[config.mk]
export PLATFORM = sky130hd
export DESIGN_NAME = opseq_panel
export DESIGN_NICKNAME = d
export VERILOG_FILES = /design/src/rtl/opseq_pkg.sv /design/src/rtl/opseq_btn_fsm.sv /design/src/rtl/opseq_addr_ctr.sv /design/src/rtl/opseq_view_mux.sv /design/src/rtl/opseq_panel.sv
export SDC_FILE = /design/constraint.sdc
export NUM_CORES = 1
export LEC_CHECK = 0
export ABC_AREA = 1
export BUFFER_PORTS_ARGS = -buffer_cell sky130_fd_sc_hd__buf_4
export CORE_MARGIN = 2
export CORE_UTILIZATION = 43
export DETAILED_ROUTE_END_ITERATION = 12
export GPL_TIMING_DRIVEN = 0
export PLACE_DENSITY = 0.82
export SLEW_MARGIN = 30
export SYNTH_ARGS = -nofsm -noshare
export SYNTH_HDL_FRONTEND = slang
export SYNTH_SLANG_ARGS = --single-unit
[constraint.sdc]
create_clock -name clk -period 4.2 [get_ports clk]
set_input_delay 0.42 -clock clk [delete_from_list [all_inputs] [get_ports clk]]
set_output_delay 0.42 -clock clk [all_outputs]
set_load 0.005 [all_outputs]
[src/rtl/opseq_pkg.sv]
package opseq_pkg;
    localparam int OP_W     = 4;
    localparam int DATA_W   = 8;
    localparam int WORD_W   = OP_W + 2 * DATA_W;
    localparam int TBL_D    = 16;
    localparam int IDX_W    = $clog2(TBL_D);
    localparam int SEL_W    = 4;

    typedef struct packed {
        logic [OP_W-1:0]   op;
        logic [DATA_W-1:0] a;
        logic [DATA_W-1:0] b;
    } tbl_word_t;

    typedef enum logic [SEL_W-1:0] {
        VIEW_DBG_OP = 4'b0111,
        VIEW_ADDR   = 4'b1000,
        VIEW_OP     = 4'b1001,
        VIEW_A      = 4'b1010,
        VIEW_B      = 4'b1011,
        VIEW_RES    = 4'b1100,
        VIEW_FLAGS  = 4'b1101,
        VIEW_TAG_HI = 4'b1110,
        VIEW_TAG_LO = 4'b1111
    } view_t;

    typedef enum logic {
        BTN_UP   = 1'b0,
        BTN_DOWN = 1'b1
    } btn_state_t;
endpackage

[src/rtl/opseq_btn_fsm.sv]
module opseq_btn_fsm #(
    parameter int SYNC_STAGES = 2
) (
    input  logic clk,
    input  logic btn_n,
    output logic release_p
);
    import opseq_pkg::*;

    logic [SYNC_STAGES-1:0] sync_q = '1;
    btn_state_t state_q = BTN_UP;
    btn_state_t state_d;
    logic       level;

    assign level = sync_q[SYNC_STAGES-1];

    always_ff @(posedge clk) begin
        sync_q  <= {sync_q[SYNC_STAGES-2:0], btn_n};
        state_q <= state_d;
    end

    always_comb begin
        state_d   = state_q;
        release_p = 1'b0;
        unique case (state_q)
            BTN_UP: begin
                if (!level) state_d = BTN_DOWN;
            end
            BTN_DOWN: begin
                if (level) begin
                    state_d   = BTN_UP;
                    release_p = 1'b1;
                end
            end
            default: state_d = BTN_UP;
        endcase
    end
endmodule

[src/rtl/opseq_addr_ctr.sv]
module opseq_addr_ctr #(
    parameter int DEPTH = 16,
    parameter int IDX_W = $clog2(DEPTH)
) (
    input  logic             clk,
    input  logic             clr_p,
    input  logic             adv_p,
    output logic [IDX_W-1:0] idx
);
    localparam logic [IDX_W-1:0] LAST = IDX_W'(DEPTH - 1);

    logic [IDX_W-1:0] idx_q = '0;

    always_ff @(posedge clk) begin
        if (clr_p)
            idx_q <= '0;
        else if (adv_p)
            idx_q <= (idx_q == LAST) ? '0 : idx_q + 1'b1;
    end

    assign idx = idx_q;
endmodule

[src/rtl/opseq_view_mux.sv]
module opseq_view_mux #(
    parameter int          DATA_W = 8,
    parameter int          OP_W   = 4,
    parameter int          FLAG_W = 4,
    parameter logic [15:0] TAG    = 16'h0000
) (
    input  logic [3:0]        sel,
    input  logic [DATA_W-1:0] addr,
    input  logic [OP_W-1:0]   op,
    input  logic [DATA_W-1:0] a,
    input  logic [DATA_W-1:0] b,
    input  logic [DATA_W-1:0] res,
    input  logic [FLAG_W-1:0] flags,
    output logic [DATA_W-1:0] view
);
    import opseq_pkg::*;

    localparam int OP_PAD   = DATA_W - OP_W;
    localparam int FLAG_PAD = DATA_W - FLAG_W;

    logic [DATA_W-1:0] op_wide;
    logic [DATA_W-1:0] flag_wide;

    assign op_wide   = {{OP_PAD{1'b0}}, op};
    assign flag_wide = {{FLAG_PAD{1'b0}}, flags};

    always_comb begin
        unique case (sel)
            VIEW_DBG_OP: view = op_wide;
            VIEW_ADDR:   view = addr;
            VIEW_OP:     view = op_wide;
            VIEW_A:      view = a;
            VIEW_B:      view = b;
            VIEW_RES:    view = res;
            VIEW_FLAGS:  view = flag_wide;
            VIEW_TAG_HI: view = TAG[15:8];
            VIEW_TAG_LO: view = TAG[7:0];
            default:     view = '0;
        endcase
    end
endmodule

[src/rtl/opseq_panel.sv]
module opseq_panel
    import opseq_pkg::*;
#(
    parameter int                 ADDR_OUT_W = 8,
    parameter logic [15:0]        BCD_TAG    = 16'h2718,
    parameter logic [WORD_W-1:0]  TABLE [TBL_D] = '{
        20'h4AA11, 20'h01234, 20'h1F00F, 20'h27F01, 20'h38080, 20'h5C35A, 20'h6FFFF, 20'h70000,
        20'h88001, 20'h9CB57, 20'hA5575, 20'hB299D, 20'hC0101, 20'hD7E7E, 20'hE00FF, 20'hF8181}
) (
    input  logic                  clk,
    input  logic                  rst_btn_n,
    input  logic                  step_btn_n,
    input  logic [SEL_W-1:0]      sel_sw,
    input  logic [DATA_W-1:0]     alu_result,
    input  logic [3:0]            alu_flags,
    output logic [OP_W-1:0]       opcode,
    output logic [DATA_W-1:0]     opnd_a,
    output logic [DATA_W-1:0]     opnd_b,
    output logic [ADDR_OUT_W-1:0] addr,
    output logic [DATA_W-1:0]     led
);
    localparam int ADDR_PAD = ADDR_OUT_W - IDX_W;

    logic             step_rel;
    logic             rst_rel;
    logic [IDX_W-1:0] idx;
    tbl_word_t        word;

    opseq_btn_fsm #(.SYNC_STAGES(2)) u_step (
        .clk       (clk),
        .btn_n     (step_btn_n),
        .release_p (step_rel)
    );

    opseq_btn_fsm #(.SYNC_STAGES(2)) u_rst (
        .clk       (clk),
        .btn_n     (rst_btn_n),
        .release_p (rst_rel)
    );

    opseq_addr_ctr #(.DEPTH(TBL_D), .IDX_W(IDX_W)) u_ctr (
        .clk   (clk),
        .clr_p (rst_rel),
        .adv_p (step_rel),
        .idx   (idx)
    );

    assign word   = tbl_word_t'(TABLE[idx]);
    assign opcode = word.op;
    assign opnd_a = word.a;
    assign opnd_b = word.b;
    assign addr   = {{ADDR_PAD{1'b0}}, idx};

    opseq_view_mux #(
        .DATA_W (DATA_W),
        .OP_W   (OP_W),
        .FLAG_W (4),
        .TAG    (BCD_TAG)
    ) u_view (
        .sel   (sel_sw),
        .addr  (addr[DATA_W-1:0]),
        .op    (word.op),
        .a     (word.a),
        .b     (word.b),
        .res   (alu_result),
        .flags (alu_flags),
        .view  (led)
    );
endmodule

### Word-level counts from Yosys, hierarchy flattened

Memories as Yosys holds them, arrays and structs flattened.
Cells that the tools add are included.

| operators by class | value |
|---|---|
| add/subtract/negate cells | 1 |
| magnitude comparators | 1 |
| eq/ne operators | 10 |
| muxes and demuxes | 10 |
| bitwise operators | 1 |
| reduce and logical (&&, ||, !) cells | 1 |

Operators with widths:

| cell | count |
|---|---|
| $pmux W8 S8 | 1 |
| $mux W20 | 2 |
| $eq A4 B4 Y1 const B | 9 |
| $mux W1 | 6 |
| $ge A5 B5 Y1 const B | 1 |
| $not A4 Y5 | 1 |
| $add A4 B1 Y4 const B | 1 |
| $eq A4 B3 Y1 const B | 1 |
| $mux W4 | 1 |
| $reduce_or A2 Y1 | 1 |

| word-level totals | value |
|---|---|
| register bits after elaboration | 10 |
| bits in read-only memories | 320 |
| memories kept | 1 |

Memory list:

| name | words | width | read ports | clocked after Yosys merged registers in | wr ports | RTL line | source |
|---|---|---|---|---|---|---|---|
| (name not given) | 16 | 20 | 1 | 0 | 0 | opseq_panel.sv:48 | `assign word = tbl_word_t'(TABLE[idx]);` |

### Longest topological paths before layout

Gate-level depths: netlist (run 1).

| depth | value |
|---|---|
| depth in word-level cells | 5 |
| gate-level depth with buffers | 11 |
| mapped depth without buffers | 10 |

### By module

A second synthesis (run 1) with hierarchy kept.

| unflattened totals | value |
|---|---|
| cells, all modules | 245 |
| area total of the unflattened synthesis | 1357.6 um^2 |

By module, submodules not included:

| module | instances | cells an instance | area each (um^2) |
|---|---|---|---|
| opseq_panel | 1 | 117 | 581.8 |
| opseq_view_mux | 1 | 87 | 437.9 |
| opseq_addr_ctr | 1 | 29 | 195.2 |
| opseq_btn_fsm | 2 | 6 | 71.3 |

### Least setup slack after synthesis (run 1)

Ideal clock, no wire load.

| timing path | value |
|---|---|
| path kind | reg-to-output |
| start point | register u_ctr.idx_q[0] (netlist: u_ctr.idx[0]) |
| end point | output port led[1] |
| arrival time | 1.684 ns |
| required time | 3.780 ns |
| path slack | 2.096 ns |
| stages on the path, launching flop included | 9 |
| cell sequence | dfxtp_1 inv_1 ha_1 nand2_4 nand2_1 nand2_1 nand2_1 a21oi_1 nand2_1 |

| on the way | value |
|---|---|
| cells in the longest elaborated chain, start to end | 5 |

Ends and longest elaborated chain:

| element | RTL line | source |
|---|---|---|
| start, declared | opseq_addr_ctr.sv:12 | `logic [IDX_W-1:0] idx_q = '0;` |
| start signal, assigned | opseq_addr_ctr.sv:18 | `idx_q <= (idx_q == LAST) ? '0 : idx_q + 1'b1;` |
| $not A4 Y5 (implied by the code) | opseq_panel.sv:48 |  |
| $mem_v2 Z16 W20 | n/a |  |
| $mux W20 (implied by the code) (2 in series) | opseq_panel.sv:48 |  |
| net opnd_b[1] | opseq_panel.sv:18 | `output logic [DATA_W-1:0] opnd_b,` |
| $pmux W8 S8 | opseq_view_mux.sv:28 | `unique case (sel)` |
| end, declared | opseq_panel.sv:20 | `output logic [DATA_W-1:0] led` |

The timed path passes the listed nets, and every way through them passes these cells. The select of a mux whose other input is x is not followed.

### Final worst setup path (run 1)

| timing path | value |
|---|---|
| start point | register u_ctr.idx_q[0] (netlist: u_ctr.idx[0]) |
| end point | output port led[1] |

| on the way | value |
|---|---|
| cells in the longest elaborated chain, start to end | 5 |

Ends and longest elaborated chain:

| element | RTL line |
|---|---|
| $not A4 Y5 (implied by the code) | opseq_panel.sv:48 |
| $mem_v2 Z16 W20 | n/a |
| $mux W20 (implied by the code) (2 in series) | opseq_panel.sv:48 |
| $pmux W8 S8 | opseq_view_mux.sv:28 |

No other way between the ends. The select of a mux whose other input is x is not followed.

==> qor.yml, run 1 <==
syn2layout_area_growth_pct: 34.2
synth-seq-area-share: 0.145
synth_ff_type: "dfxtp_1"
grt_usage: 0.224
irDropWorstVdd_uv: 291
synth.top_cell.area_share: 0.185
dr.first_iter.drc_count: 159
yosysWarnings: 0
die_w_um: 60.6
clockBufferDepth: 2
slew_viol_final: 0
crit_type: "flop to output port"
finalWeightedCongestion: 0.944
yosys-top-cells-area: "nand2_1 19%, dfxtp_1 15%, nand3_1 13%"
detail-route-antenna-nets: 0
worstMarginPinSlew_ps: 509
multiInputGateArea_um2: 956
combinationalPowerShare: 0.559
start_kind: "flop"
placed_cells: 327
path_cells: "inv_1 > ha_1 > nand2_4 > nand2_1 > nand2_1 > nand2_1 > a21oi_1 > nand2_1 > buf_4"
hold_start: "rst_btn_n"
cts_hold_buffers: 0
core-area_um2: 3050
regArea_um2: 200
fin_crit_sh: 0.673
dieArea_um2: 3670
via_per_inst: 5.02
min_to: "u_rst.sync_q[0]"
post-place-ws_ps: 1700
wirelength_um: 3930
fin_total_pwr_uw: 458
relSlewSlack: 0.658
path_clk_slew_ps: 70
status: "finished clean"
hp-class: "primary input to flop"
async_flop_share: 0
hold_slack_ps: 250
final_nets: 315
clockPowerShare: 0.195
ys_seq_elements: 10
synth_edf_count: 0
syn_area_per_cell_um2: 5.96
ys_types: 31
post_cts_buffers: 0
setup_tns_ps: 0
vias: 1661
arrival_ps: 2400
switching_share: 0.397
syn_area_um2: 1380
grt_pass1_vias: 1359
fmax_mhz: 354
ctsResizeCount: 0
hold_depth: 1
dr.pass1.iters: 5
rsz0062_at_grt: "no"
grt_max_degree: 12
worstPathMaxFanout: 10
antenna_cells: 0
grt-ovfl-total: 0
wire_per_inst_um: 11.9
dp_hpwl_um: 3080
ff2ff_setup_slack_ps: 2480
setup_slack_ps: 1380
powerDensity_nw_per_um2: 248
port_buffers: 49
clock_skew_ps: 12.9
cpMaxStageDelayCell: "dfxtp_1"
fin_cells: 331
synthTopCellsByCount: "68 x nand2_1, 35 x nand3_1, 27 x inv_1, 14 x nor2_1, 10 x dfxtp_1"
synth.most_common_cell: "nand2_1"
max-cap-violations: 0
finalHoldViolations: 0
htreeDepth: 1
crit_top_cell: "nand2_1"
p_int_uw: 276
fill_cells: 308
clkSinkCount: 10
reg2reg_from: "u_ctr.idx[0]"
synth_cells: 231
p_leak_nw: 1.06
crit_required_ps: 3780
seqPwrFrac: 0.246
drc: 0
setup_viol: 0
synth_top_cell_by_area: "nand2_1"
reg2reg_depth: 4
rr_endpoint: "u_ctr.idx[1]"
endpoint_kind: "output port"
start_util: 0.451
place_area_um2: 1810
drive_above_1_share: 0.321
critPathMaxStageDelay_ps: 580
netSwitchingPower_uw: 182
fin_util: 0.605
clock_latency_ps: 280
grt_pass1_wl_um: 6180
startpoint: "u_ctr.idx[0]"
root_buffer: "clkbuf_4"
antenna_found_initial: 0
num_rows: 20
design.portCount: 55
design_area_um2: 1850
cts_tree: "built"
cts_buffers: 3
layout_min_cycle_time_ps: 2820
die_h_um: 60.6
==> state kept, by name, indices dropped and copies added, names as in the netlist <==
name            flops
u_ctr.idx           4
u_rst.state_q       1
u_rst.sync_q        2
u_step.state_q      1
u_step.sync_q       2
==> cell families (layout without fill, tap and decap cells) <==
kind of cell	after synthesis	in the layout	share of synthesized area
adder cells (fa/ha/maj)	8	8	0.0727
AND/OR/NAND/NOR	144	144	0.501
other	1	4	0.00272
AO/OA/AOI/OAI	24	24	0.110
buffers and inverters	44	97	0.168
flip-flops	10	10	0.145
==> power groups by stage <==
| stage | combinational, mW | sequential [mW] | clock, mW |
|---|---|---|---|
| floorplan | 0.146 | 0.112 | 0 |
| global placement | 0.251 | 0.114 | 0 |
| detailed placement | 0.254 | 0.115 | 0 |
| CTS | 0.254 | 0.112 | 0.0915 |
| global route | 0.281 | 0.114 | 0.0993 |
| finish | 0.256 | 0.113 | 0.0893 |
==> cells in the final DEF (no fill, tap or decap) <==
master / netlist / routed
a22oi_1: 1 / 1
inv_1: 27 / 27
and2_1: 1 / 1
o21a_1: 1 / 1
clkinv_1: 1 / 1
buf_6: 2 / 2
clkbuf_8: 0 / 1
ha_1: 8 / 8
inv_4: 1 / 1
o21ai_0: 6 / 6
nand4_1: 1 / 1
nand2_4: 5 / 5
nand3_1: 35 / 35
nor3_1: 4 / 4
o211ai_1: 3 / 3
o211ai_2: 1 / 1
inv_2: 2 / 2
buf_4: 8 / 57
clkbuf_4: 0 / 3
buf_12: 1 / 1
conb_1: 1 / 4
nand2_2: 9 / 9
nor2_1: 14 / 14
nor2_2: 3 / 3
nand3_2: 2 / 2
buf_2: 2 / 2
a21oi_1: 6 / 6
dfxtp_1: 10 / 10
a31oi_1: 4 / 4
nand2_1: 68 / 68
o21ai_2: 1 / 1
nor2_4: 2 / 2
a21boi_1: 1 / 1
==> worst max-delay path by stage <==
stage / end / depth (start not counted)
4_1_cts: led[1] / 9
6_report: led[1] / 9
3_3_place_gp: led[1] / 9
2_1_floorplan: led[1] / 8
5_1_grt: led[1] / 9
3_5_place_dp: led[1] / 9
==> per-layer routing <==
layer  part of all wire  GRT usage
met1               0.45      0.337
met2               0.45      0.329
met3              0.097     0.0405
met4             0.0043     0.0559
met5                  0          0
==> layout make-up <==
cell class | instances | area share
Inverter | 31 | 0.0644
Tap cell | 44 | 0.0298
Multi-Input combinational cell | 180 | 0.518
Clock buffer | 4 | 0.0196
Timing Repair Buffer | 49 | 0.199
Buffer | 13 | 0.0610
Sequential cell | 10 | 0.108
==> worst max-delay path, delay by kind of cell (launching register included) <==
kind / cells / cell delay, ps
DFF: 1 / 580
AOI/OAI and AO/OA: 1 / 130
adders and majority gates: 1 / 490
and+or+nand+nor: 5 / 490
buffers and inverters: 2 / 420
Note: power is estimated with default switching activity, not from simulation.
==> inputs of run 2 (changes only) <==
- PLACE_DENSITY: 0.82 -> 0.85
- clock period: 4.2 -> 2.5 ns (I/O delays scaled with it)
==> run 2 against run 1 <==
  * Power increased by 66%
  * Worst hold slack got worse by 150 ps
  * Combinational power increased by 68%
  * Non-clock buffer count stayed put
  * Sequential share of layout area up 0.11 points
  * Utilization up 0.16 points
  * Global-route usage is 0.37 points higher
  * Clock power increased by 57%
  * Critical path depth unchanged
  * Final area increased by 0.27%
  * First-iteration DRC count rose by 4.4%
  * Cell count is the same
==> qor.yml, run 2 (same netlist as run 1, synthesis figures left out) <==
max-cap-violations: 0  # unchanged
clock_skew_ps: 6.71  # -6.19 ps
setup_tns_ps: 0  # unchanged
drive_above_1_share: 0.331  # +0.0105
grt_usage: 0.228  # +0.00374
port_buffers: 49  # unchanged
reg2reg_depth: 4  # unchanged
cts_tree: "built"
reg2reg_from: "u_ctr.idx[0]"
placed_cells: 327  # unchanged
syn2layout_area_growth_pct: 34.5
die_w_um: 60.6  # unchanged
rsz0062_at_grt: "no"
post_cts_buffers: 0  # unchanged
design_area_um2: 1850  # +0.27%
antenna_found_initial: 0  # unchanged
rr_endpoint: "u_ctr.idx[1]"
relSlewSlack: 0.637  # -0.0208
via_per_inst: 4.98  # -0.66%
dr.pass1.iters: 4  # -1
final_common_cell: "nand2_1"
crit_type: "flop to output port"
finalHoldViolations: 0  # unchanged
startpoint: "u_ctr.idx[0]"
fin_cells: 331  # unchanged
setup_slack_ps: 148  # -1230 ps
clkSinkCount: 10  # unchanged
mostFrequentLayoutCells: "68 x nand2_1, 57 x buf_4, 35 x nand3_1"
irDropWorstVdd_uv: 449  # +54%
critical_path.endpoint: "led[1]"
cts_buffers: 3  # unchanged
core-area_um2: 3050  # unchanged
worstPathMaxFanout: 10  # unchanged
fin_crit_sh: 0.941
design.portCount: 55  # unchanged
post-place-ws_ps: 166  # -1530 ps
hold_slack_ps: 95.0  # -155 ps
layout_min_cycle_time_ps: 2350
grt-ovfl-total: 0  # unchanged
arrival_ps: 2100  # -300 ps
dieArea_um2: 3670  # unchanged
htreeDepth: 1  # unchanged
setup_viol: 0  # unchanged
clockBufferDepth: 2  # unchanged
final_nets: 315  # unchanged
path_clk_slew_ps: 70  # about the same
ff2ff_setup_slack_ps: 1050  # -1430 ps
status: "finished clean"
worstMarginPinSlew_ps: 540  # +30.9 ps
powerDensity_nw_per_um2: 412  # +66%
wirelength_um: 3850  # -2.1%
die_h_um: 60.6  # unchanged
place_area_um2: 1810  # unchanged
slew_viol_final: 0  # unchanged
grt_max_degree: 12  # unchanged
p_leak_nw: 1.06  # about the same
crit_required_ps: 2250  # -1530 ps
grt_pass1_wl_um: 6390  # +3.3%
wire_per_inst_um: 11.6  # -2.1%
largest_reg_flops: 4  # unchanged
finalWeightedCongestion: 0.952  # +0.84%
fill_cells: 315  # +2.3%
num_rows: 20  # unchanged
dp_hpwl_um: 3100  # +0.67%
start_kind: "flop"
fmax_mhz: 425
vias: 1650  # -0.66%
antenna_cells: 0  # unchanged
root_buffer: "clkbuf_4"
dr.first_iter.drc_count: 166  # +4.4%
hp-class: "primary input to flop"
grt_pass1_vias: 1445  # +6.3%
drc: 0  # unchanged
detail-route-antenna-nets: 0  # unchanged
endpoint_kind: "output port"
clock_latency_ps: 260  # -20 ps
start_util: 0.451  # unchanged
==> run 2: cell counts in the layout (fill, tap and decap cells not counted) <==
No cell type changed its count.
==> run 2: how the worst min path moves through the flow <==
stage,end,slack [ps],depth (start not counted),from
2_1_floorplan,u_rst.sync_q[0],280,0,rst_btn_n
3_3_place_gp,u_rst.sync_q[1],310,0,u_rst.sync_q[0]
3_5_place_dp,u_step.sync_q[1],320,0,u_step.sync_q[0]
4_1_cts,u_step.sync_q[0],90,1,step_btn_n
5_1_grt,u_step.sync_q[0],70,1,step_btn_n
6_report,u_step.sync_q[0],90,1,step_btn_n
==> run 2: cell type report <==
class | count | area (um^2) | share of cell area
inverter | 31 | 119 | 0.0642
tap | 44 | 55.1 | 0.0297
timing repair buffer | 49 | 368 | 0.199
buffer | 13 | 113 | 0.0608
clock buffer | 4 | 36.3 | 0.0196
sequential | 10 | 203 | 0.109
multi-input combinational | 180 | 958 | 0.518
==> run 2: timing repair <==
item,CTS,global route
hold buffers,0,0
gates resized for setup,2,1
setup endpoints to repair,7,4
==> run 2: report_power, final <==
| group | internal, mW | switching [mW] |
|---|---|---|
| Sequential | 0.172 | 0.0189 |
| Combinational | 0.206 | 0.225 |
| Clock | 0.0882 | 0.0522 |
==> run 2: layer usage <==
layer | GRT usage | up-vias | share of wire
li1 | - | 842 | -
met1 | 0.335 | 727 | 0.44
met2 | 0.350 | 73 | 0.46
met3 | 0.0384 | 8 | 0.086
met4 | 0.0466 | 0 | 0.011
met5 | 0 | - | 0
==> run 2: stage by stage <==
step | utilization | power (mW)
after CTS | 0.606 | 0.764
after detailed placement | 0.593 | 0.620
after global placement | 0.593 | 0.612
after global routing | 0.607 | 0.829
final | 0.607 | 0.762
after floorplan | - | 0.434
==> run 2: critical path: stages, from the launching register on <==
cell,delay [ps]
dfxtp_2,460
inv_1,220
ha_2,410
nand2_4,130
nand2_1,80
nand2_1,100
nand2_1,100
a21oi_1,130
nand2_1,70
buf_4,130
==> inputs of run 3 (changes only) <==
- HOLD_SLACK_MARGIN: not set -> 0.15
==> run 3 against run 2 <==
  * Final area increased by 1.1%
  * Power increased by 0.58%
  * Clock power about the same
  * Sequential share of layout area decreased by 0.12 points
  * Cell count increased by 0.60%
  * First-iteration DRC count decreased by 18%
  * Critical path type unchanged
  * Critical endpoint unchanged
  * Largest cell class unchanged
  * Highest routed layer unchanged
==> qor.yml, run 3 (same netlist as run 1, synthesis figures left out) <==
cts_buffers: 3  # unchanged
finalWeightedCongestion: 0.952  # unchanged
min_to: "u_rst.sync_q[1]"
rr_endpoint: "u_ctr.idx[1]"
hold_depth: 0  # -1
dr.pass1.iters: 4  # unchanged
final_common_cell: "nand2_1"
place_area_um2: 1810  # unchanged
endpoint_kind: "output port"
clockBufferDepth: 2  # unchanged
fin_cells: 333  # +0.60%
finalHoldViolations: 0  # unchanged
drc: 0  # unchanged
vias: 1665  # +0.91%
worstMarginPinSlew_ps: 546  # +6.23 ps
dp_hpwl_um: 3100  # unchanged
grt_pass1_vias: 1465  # +1.4%
fmax_mhz: 426  # about the same
path_clk_slew_ps: 70  # about the same
irDropWorstVdd_uv: 389  # -13%
mostFrequentLayoutCells: "68 x nand2_1, 57 x buf_4, 35 x nand3_1"
detail-route-antenna-nets: 0  # unchanged
wirelength_um: 3920  # +2.0%
critPathMaxStageDelay_ps: 460  # about the same
relSlewSlack: 0.633  # -0.00418
drive_above_1_share: 0.329  # -0.00229
cts_tree: "built"
setup_tns_ps: 0  # unchanged
reg2reg_depth: 4  # unchanged
clkSinkCount: 10  # unchanged
wire_per_inst_um: 11.8  # +1.4%
dieArea_um2: 3670  # unchanged
final_nets: 317  # +0.63%
grt_max_degree: 12  # unchanged
design_area_um2: 1870  # +1.1%
placed_cells: 327  # unchanged
hold_start: "u_rst.sync_q[0]"
fin_crit_sh: 0.940  # about the same
crit_top_cell: "nand2_1"
grt-ovfl-total: 0  # unchanged
largest_reg_flops: 4  # unchanged
grt_pass1_wl_um: 6480  # +1.4%
post_cts_buffers: 0  # unchanged
die_w_um: 60.6  # unchanged
crit_required_ps: 2250  # about the same
p_leak_nw: 1.07  # +0.79%
post-place-ws_ps: 166  # unchanged
ff2ff_setup_slack_ps: 1050  # about the same
arrival_ps: 2100  # about the same
status: "finished clean"
clock_latency_ps: 260  # about the same
start_kind: "flop"
dr.first_iter.drc_count: 136  # -18%
layout_min_cycle_time_ps: 2350  # -2.03 ps
hold_slack_ps: 339  # +244 ps
core-area_um2: 3050  # unchanged
port_buffers: 49  # unchanged
powerDensity_nw_per_um2: 410  # -0.50%
start_util: 0.451  # unchanged
slew_viol_final: 0  # unchanged
setup_slack_ps: 150  # +2.03 ps
grt_usage: 0.232  # +0.00413
rsz0062_at_grt: "no"
hp-class: "flop to flop"
design.portCount: 55  # unchanged
worstPathMaxFanout: 10  # unchanged
htreeDepth: 1  # unchanged
crit_type: "flop to output port"
antenna_found_initial: 0  # unchanged
clock_skew_ps: 3.87  # -2.84 ps
antenna_cells: 0  # unchanged
cpMaxStageDelayCell: "dfxtp_2"
num_rows: 20  # unchanged
die_h_um: 60.6  # unchanged
max-cap-violations: 0  # unchanged
root_buffer: "clkbuf_4"
setup_viol: 0  # unchanged
via_per_inst: 5.00  # +0.30%
reg2reg_from: "u_ctr.idx[0]"
syn2layout_area_growth_pct: 36.0
path_cells: "inv_1 > ha_2 > nand2_4 > nand2_1 > nand2_1 > nand2_1 > a21oi_1 > nand2_1 > buf_4"
[run 3: cell count changes in the layout (fill, tap and decap cells not counted), sizes merged]
cell,previous run,this run
dlygate4sd3,0,2
[run 3: metrics by stage]
stage	total power [mW]	util
CTS	0.767	0.612
finish	0.767	0.613
global placement	0.612	0.593
detailed placement	0.620	0.593
global route	0.834	0.613
floorplan	0.434	-
[run 3: worst max-delay path by stage]
stage                      start  endpoint  slack (ps)  depth (start not counted)
floorplan           u_ctr.idx[0]    led[1]         570                          8
global placement    u_ctr.idx[0]    led[1]         180                          9
detailed placement  u_ctr.idx[0]    led[1]         170                          9
CTS                 u_ctr.idx[0]    led[1]          70                          9
global route        u_ctr.idx[0]    led[3]          40                         11
finish              u_ctr.idx[0]    led[1]         150                          9
[run 3: per-layer routing]
metal  track usage  vias up  wire length (um)
met2         0.366       76              1860
met5             0        -                 0
met3        0.0384        8               343
li1              -      848                 -
met4        0.0466        0                42
met1         0.334      733              1680
[run 3: what timing repair did]
item	CTS	global route
pin swaps	0	0
gates resized for setup	2	1
hold buffers	2	0
endpoints found under the hold margin	2	0
setup endpoints to repair	7	4
[run 3: critical path, delay by kind of cell, from the launching register on]
| family | cells | cell delay [ps] |
|---|---|---|
| AOI/OAI and AO/OA | 1 | 130 |
| adders and majority gates | 1 | 410 |
| buffers and inverters | 2 | 350 |
| DFF | 1 | 460 |
| and+or+nand+nor | 5 | 480 |
[run 3: report_power, final]
part / switching, mW / total (mW) / internal, mW
logic: 0.225 / 0.434 / 0.209
clock network: 0.0538 / 0.142 / 0.0883
registers: 0.0189 / 0.191 / 0.172
total: 0.298 / 0.767 / 0.469
[run 3: layout make-up]
type | count | area (um^2)
Fill cell | 313 | 1180
Multi-Input combinational cell | 180 | 958
Timing Repair Buffer | 51 | 388
Sequential cell | 10 | 203
Inverter | 31 | 119
Buffer | 13 | 113
Tap cell | 44 | 55.1
Clock buffer | 4 | 36.3
